$ cat src/rtl/dil_alloc_pkg.sv
package dil_alloc_pkg;

   typedef enum logic {
      ORG_DUAL    = 1'b0,
      ORG_DILATED = 1'b1
   } org_e;

   localparam int unsigned RNG_BITS = 8;

   // x^8 + x^6 + x^5 + x^4 + 1, shifting toward the MSB
   function automatic logic [RNG_BITS-1:0] rng_advance(input logic [RNG_BITS-1:0] s);
      return {s[RNG_BITS-2:0], s[7] ^ s[5] ^ s[4] ^ s[3]};
   endfunction

endpackage

$ cat src/rtl/dra_lfsr.sv
module dra_lfsr
   import dil_alloc_pkg::*;
#(
   parameter int unsigned W = 8
) (
   input  logic         clk,
   input  logic         rst_n,
   input  logic         load,
   input  logic [W-1:0] seed,
   output logic [W-1:0] state
);

   localparam logic [W-1:0] NONZERO = W'(1);

   if (W != RNG_BITS) begin : g_bad_width
      $error("dra_lfsr: only the package polynomial width is supported");
   end

   logic [W-1:0] state_q;

   always_ff @(posedge clk) begin
      if (!rst_n)
         state_q <= NONZERO;
      else if (load)
         state_q <= (seed == '0) ? NONZERO : seed;
      else
         state_q <= rng_advance(state_q);
   end

   assign state = state_q;

   a_r10_never_zero: assert property (@(posedge clk) disable iff (!rst_n)
      state_q != '0);

endmodule

$ cat src/rtl/dra_pick.sv
module dra_pick
   import dil_alloc_pkg::*;
#(
   parameter int unsigned RADIX = 4,
   parameter int unsigned N_OUT = 2 * RADIX,
   parameter int unsigned DIR_W = $clog2(RADIX),
   parameter int unsigned IDX_W = $clog2(N_OUT)
) (
   input  org_e             org,
   input  logic [DIR_W-1:0] dir,
   input  logic             upper_half,
   input  logic [N_OUT-1:0] avail,
   input  logic [N_OUT-1:0] busy,
   input  logic             coin,
   output logic             ok,
   output logic [IDX_W-1:0] port
);

   logic [IDX_W-1:0] lo_p, hi_p, flat_p;
   logic             lo_ok, hi_ok;

   always_comb begin
      lo_p   = IDX_W'({dir, 1'b0});
      hi_p   = lo_p | IDX_W'(1);
      flat_p = upper_half ? IDX_W'(RADIX) + IDX_W'(dir) : IDX_W'(dir);
      lo_ok  = avail[lo_p];
      hi_ok  = avail[hi_p];
      ok     = 1'b0;
      port   = lo_p;
      if (org == ORG_DILATED) begin
         if (lo_ok && hi_ok) begin
            ok = 1'b1;
            if (busy[lo_p] && !busy[hi_p])
               port = hi_p;
            else if (busy[hi_p] && !busy[lo_p])
               port = lo_p;
            else
               port = coin ? hi_p : lo_p;
         end else if (lo_ok) begin
            ok   = 1'b1;
            port = lo_p;
         end else if (hi_ok) begin
            ok   = 1'b1;
            port = hi_p;
         end
      end else begin
         port = flat_p;
         ok   = avail[flat_p];
      end
   end

endmodule

$ cat src/rtl/dil_alloc.sv
module dil_alloc
   import dil_alloc_pkg::*;
#(
   parameter int unsigned N_PORTS = 8,
   parameter int unsigned RADIX   = 4,
   parameter int unsigned HEAD_W  = 8,
   parameter int unsigned RNG_W   = 8
) (
   input  logic                        clk,
   input  logic                        rst_n,
   input  logic                        dil2_mode,
   input  logic [N_PORTS-1:0]          in_open,
   input  logic [N_PORTS*HEAD_W-1:0]   in_head,
   input  logic [N_PORTS-1:0]          in_close,
   input  logic [N_PORTS-1:0]          in_dis,
   input  logic [N_PORTS-1:0]          out_dis,
   input  logic [N_PORTS-1:0]          out_busy,
   input  logic                        seed_load,
   input  logic [RNG_W-1:0]            seed_val,
   output logic [N_PORTS-1:0]          grant,
   output logic [N_PORTS-1:0]          out_used,
   output logic [N_PORTS*$clog2(N_PORTS)-1:0] out_src
);

   localparam int unsigned IDX_W = $clog2(N_PORTS);
   localparam int unsigned DIR_W = $clog2(RADIX);
   localparam int unsigned LOW_W = HEAD_W - DIR_W;

   if (N_PORTS != 2 * RADIX) begin : g_bad_ports
      $error("dil_alloc: port count must be twice the radix");
   end
   if ((1 << DIR_W) != RADIX) begin : g_bad_radix
      $error("dil_alloc: radix must be a power of two");
   end
   if (HEAD_W <= DIR_W) begin : g_bad_head
      $error("dil_alloc: header byte too narrow for the direction field");
   end

   org_e                 org;
   logic [RNG_W-1:0]     rng;
   logic [N_PORTS-1:0]   held_q, used_q, grant_q;
   logic [IDX_W-1:0]     src_q [N_PORTS];
   logic [N_PORTS-1:0]   avail_c [N_PORTS+1];
   logic [N_PORTS-1:0]   pk_ok, win, release_o;
   logic [IDX_W-1:0]     pk_port [N_PORTS];
   logic [N_PORTS-1:0]   claim;
   logic [IDX_W-1:0]     claim_src [N_PORTS];
   logic [N_PORTS*LOW_W-1:0] unused_head_low;
   logic                 unused_rng_high;

   assign org = dil2_mode ? ORG_DILATED : ORG_DUAL;

   dra_lfsr #(.W(RNG_W)) u_rng (
      .clk   (clk),
      .rst_n (rst_n),
      .load  (seed_load),
      .seed  (seed_val),
      .state (rng)
   );

   assign unused_rng_high = ^rng[RNG_W-1:1];

   // Chain of free outputs: each input sees what lower inputs left over
   assign avail_c[0] = ~used_q & ~out_dis;

   for (genvar i = 0; i < N_PORTS; i++) begin : g_in
      logic [DIR_W-1:0] dir;
      assign dir = in_head[i*HEAD_W + LOW_W +: DIR_W];
      assign unused_head_low[i*LOW_W +: LOW_W] = in_head[i*HEAD_W +: LOW_W];

      dra_pick #(
         .RADIX (RADIX),
         .N_OUT (N_PORTS),
         .DIR_W (DIR_W),
         .IDX_W (IDX_W)
      ) u_pick (
         .org        (org),
         .dir        (dir),
         .upper_half (i >= RADIX),
         .avail      (avail_c[i]),
         .busy       (out_busy),
         .coin       (rng[0]),
         .ok         (pk_ok[i]),
         .port       (pk_port[i])
      );

      assign win[i] = in_open[i] & ~in_dis[i] & ~held_q[i] & pk_ok[i];
      assign avail_c[i+1] = avail_c[i] &
                            ~(win[i] ? (N_PORTS'(1) << pk_port[i]) : '0);

      always_ff @(posedge clk) begin
         if (!rst_n) begin
            held_q[i]  <= 1'b0;
            grant_q[i] <= 1'b0;
         end else begin
            grant_q[i] <= win[i];
            if (win[i])
               held_q[i] <= 1'b1;
            else if (in_close[i])
               held_q[i] <= 1'b0;
         end
      end

      a_r6_no_grant_disabled_in: assert property (@(posedge clk) disable iff (!rst_n)
         grant_q[i] |-> !$past(in_dis[i]));
      a_r9_no_grant_while_held: assert property (@(posedge clk) disable iff (!rst_n)
         grant_q[i] |-> !$past(held_q[i]));
   end

   always_comb begin
      claim = '0;
      for (int o = 0; o < N_PORTS; o++) claim_src[o] = '0;
      for (int i = 0; i < N_PORTS; i++) begin
         if (win[i]) begin
            claim[pk_port[i]]     = 1'b1;
            claim_src[pk_port[i]] = IDX_W'(i);
         end
      end
   end

   for (genvar o = 0; o < N_PORTS; o++) begin : g_out
      assign release_o[o] = used_q[o] & in_close[src_q[o]];

      always_ff @(posedge clk) begin
         if (!rst_n) begin
            used_q[o] <= 1'b0;
            src_q[o]  <= '0;
         end else if (release_o[o]) begin
            used_q[o] <= 1'b0;
         end else if (claim[o]) begin
            used_q[o] <= 1'b1;
            src_q[o]  <= claim_src[o];
         end
      end

      assign out_src[o*IDX_W +: IDX_W] = src_q[o];

      a_r5_disabled_out_unclaimed: assert property (@(posedge clk) disable iff (!rst_n)
         $rose(used_q[o]) |-> !$past(out_dis[o]));
      a_r9_free_only_on_close: assert property (@(posedge clk) disable iff (!rst_n)
         $fell(used_q[o]) |-> $past(in_close[src_q[o]]));
      a_r9_source_held: assert property (@(posedge clk) disable iff (!rst_n)
         (used_q[o] && $past(used_q[o])) |-> $stable(src_q[o]));
   end

   a_r11_grant_matches_claims: assert property (@(posedge clk) disable iff (!rst_n)
      $countones(grant_q) == $countones(used_q & ~$past(used_q)));

   assign grant    = grant_q;
   assign out_used = used_q;

endmodule

$ cat config.mk
export PLATFORM = sky130hd
export DESIGN_NAME = dil_alloc
export DESIGN_NICKNAME = d
export VERILOG_FILES = /design/src/rtl/dil_alloc_pkg.sv /design/src/rtl/dra_lfsr.sv /design/src/rtl/dra_pick.sv /design/src/rtl/dil_alloc.sv
export SDC_FILE = /design/constraint.sdc
export NUM_CORES = 1
export LEC_CHECK = 0
export ABC_AREA = 1
export BUFFER_PORTS_ARGS = -buffer_cell sky130_fd_sc_hd__buf_2
export CAP_MARGIN = 20
export CORE_MARGIN = 10
export CORE_UTILIZATION = 40
export CTS_BUF_LIST = sky130_fd_sc_hd__clkbuf_16
export DETAILED_ROUTE_END_ITERATION = 10
export PLACE_DENSITY_LB_ADDON = 0.25
export SYNTH_ARGS = -nofsm -noshare
export SYNTH_HDL_FRONTEND = slang
export SYNTH_SLANG_ARGS = --single-unit
$ cat constraint.sdc
create_clock -name clk -period 13.8 [get_ports clk]
set_clock_uncertainty 0.05 [all_clocks]
set_input_delay 1.38 -clock clk [delete_from_list [all_inputs] [get_ports clk]]
set_output_delay 1.38 -clock clk [all_outputs]
set_load 0.03 [all_outputs]
==> out/summary.txt <==
Req. time, crit path: 13.74 ns
clock edge transition at the registers on the reported setup and hold paths: 0.07 ns
DP Wirelength: 18.77 mm
leading area contributor after synthesis: nand2_1
drt via density: 5.314
Yosys warning total: 0
PostCTS Resize Cnt: 0
Max Freq: 110.9 MHz
Worst setup SP type: input port
Post-Synth Simple-Gate Area: 51.86%
ant diodes: 0
CP max stage delay: 0.46 ns
Synth async-reset ratio: 0%
vias: 7424
latest clock arrival within the worst-skew pair: 0.30 ns
fin crit share: 65.34%
cell count after synthesis: 1100
drt drc: 0
Tot GR Track Use: 20.07%
DIE AREA: 21610 sq um
Worst path slowest cell: nor2_2
GR Overflow Total: 0
# setup viols final: 0
clock root cell: clkbuf_16
FP Rows: 46
Max FO, Critical Path: 11
largest net degree at the start of global routing: 38
antenna viol nets, final: 0
WS Path Type: input port to flip-flop
RSZ-0062 raised after global routing: false
die width: 147.0 microns
area fraction in compound gates after synthesis: 14.91%
Synth Area in Adders: 0.7758%
iteration-0 DRC count of the detailed router: 704
largest family of logic cells by synthesized area: simple AND/OR/NAND/NOR gates
Max Slew Vio Count: 0
synth top area cells: nand2_1, edfxtp_1, dfxtp_1
CTS sink count: 56
Total Routed Length: 23.15 mm
multi-input logic area: 4384 sq um
CTS tree: done
number of global-route vias before repair: 6694
maximum clock path buffer count: 2
sum of negative setup slack: 0 ns
synth unique cells: 48
Seq/Total Area, Yosys: 21.10%
Core ar.: 15830 sq um
worst-margin pin slew: 0.7057 ns
mapped cell area: 6451 sq um
Synth Flop Type: dfxtp_1
#FFs+latches synth: 56
status: complete, no violations
Hold Crit Class: flip-flop to flip-flop
fraction of layout cells with a size suffix above 1: 19.05%
category of the worst setup path capture point: flip-flop
Util after Layout: 45.71%
Post-synth EDFFs: 24
Initial Util: 40.76%
TritonRoute pass-1 iters: 5
Layout area overhead: 12.14%
postcts setup bufs: 0
GP Congestion: 1.003
Port Buffer Count: 107
num ports: 156
LEAKAGE: 3.722 nW
CP most frequent cell: nand2_1
Cell Pwr Density: 79.51 nW/um^2
Synth top area share: 17.63%
commonest non-fill, non-tap cell in the layout: nand2_1
layout net count: 1296
arrival time worst endpoint: 8.96 ns
Tmin final: 9.017 ns
Avg WL per Cell: 16.57 microns
global-route wire length before repair: 35.71 mm
H-tree depth: 2
Net Count, Synth: 1216
most frequent cells in the layout: nand2_1, nor2_1, nand3_1
multiplexer share of the synthesized area: 0%
chip height: 147.0 microns
worst vdd ir: 0.04734 mV
maxcap violations: 0
max_slew headroom: 52.95%
number of buffers created by CTS: 5
fillers: 1755
Synth Area in XOR/XNOR: 0.4073%
Syn Area/Cell: 5.865 sq um
Reg area: 1361 sq um
Post-CTS Hold Fix Bufs: 0
Final Hold Vio Count: 0
antenna violations before repair: 0
## per-stage QoR
step	hold slack [ns]	cell area [sq um]	setup WS, ns	total power [mW]	cells
floorplan	0.3894	6451	6.556	0.3843	1100
global placement	0.3978	7094	4.644	0.4501	1389
detailed placement	0.4115	7094	4.609	0.4526	1389
CTS	0.4214	7234	4.883	0.5740	1397
global route	0.4460	7234	4.089	0.6113	1397
finish	0.4217	7234	4.783	0.5752	1397
## power breakdown
part	switching [mW]	internal (mW)	total, mW
clock network	0.0567	0.0661	0.123
logic	0.173	0.0765	0.250
registers	0.0153	0.187	0.203
## layer usage
layer	GRT usage (%)	vias to the layer above	wire (microns)
met5	0	-	0
met4	5.401	0	420
met3	2.242	27	1672
met2	32.88	285	10450
met1	27.30	3350	10610
li1	-	3762	-
## worst paths after layout
check | startpoint | to | slack, ns | cells after the start
setup / recovery | out_dis[6] | src_q[1][3]$_SDFFCE_PN0P_ | 4.78 | 69
hold / removal | u_rng.state[2]$_SDFF_PN0_ | u_rng.state[3]$_SDFF_PN0_ | 0.42 | 2
setup reg to reg | out_used[6]$_SDFFE_PP0P_ | src_q[1][3]$_SDFFCE_PN0P_ | 5.59 | 68
hold reg to reg | u_rng.state[2]$_SDFF_PN0_ | u_rng.state[3]$_SDFF_PN0_ | 0.42 | 2
## final cells by class
type,instances,area share (%)
Inverter,142,7.402
Clock buffer,5,1.730
Sequential cell,56,18.82
Tap cell,216,3.736
Clock inverter,3,0.2075
Timing Repair Buffer,108,7.506
Multi-Input combinational cell,867,60.60
## registers in the layout, indices dropped and copies added, names as in the netlist
| name | count |
|---|---|
| held_q | 8 |
| u_rng.state | 8 |
| grant | 8 |
| src_q | 24 |
| out_used | 8 |
## Yosys cell counts (2+ instances only)
cell type,number
xor2_1,2
nand2_4,4
inv_1,115
buf_4,2
nor3b_1,7
a21oi_1,51
a31oi_1,4
a211oi_1,8
nor3_1,9
buf_2,19
o21bai_1,5
maj3_1,5
o21ai_0,50
nor2_4,11
nand3_4,4
nor2_2,16
dfxtp_1,32
nor2_1,156
nand3_1,117
nand2_2,19
clkbuf_1,11
a21oi_4,3
o211ai_1,12
o311ai_0,8
edfxtp_1,24
o21ai_1,6
nor2_8,2
nand4_1,9
nor4_1,4
nand3_2,27
inv_2,18
buf_1,2
clkinv_1,8
nand2_1,303
o22ai_1,11
nand3b_2,3
nand3b_1,2
## worst max-delay path, delay by kind of cell
family / cells / cell delay [ns]
buf+inv: 7 / 0.50
simple gates: 60 / 6.63
compound gates: 2 / 0.40
## logic make-up (layout without fill, tap and decap cells)
family                   count (synthesis)  count (layout)
AND/OR/NAND/NOR                        698             698
flip-flops                              56              56
adder cells (fa/ha/maj)                  5               5
AO/OA/AOI/OAI                          161             161
XOR/XNOR                                 3               3
buffers and inverters                  177             258
(Power assumes the default switching activity.)
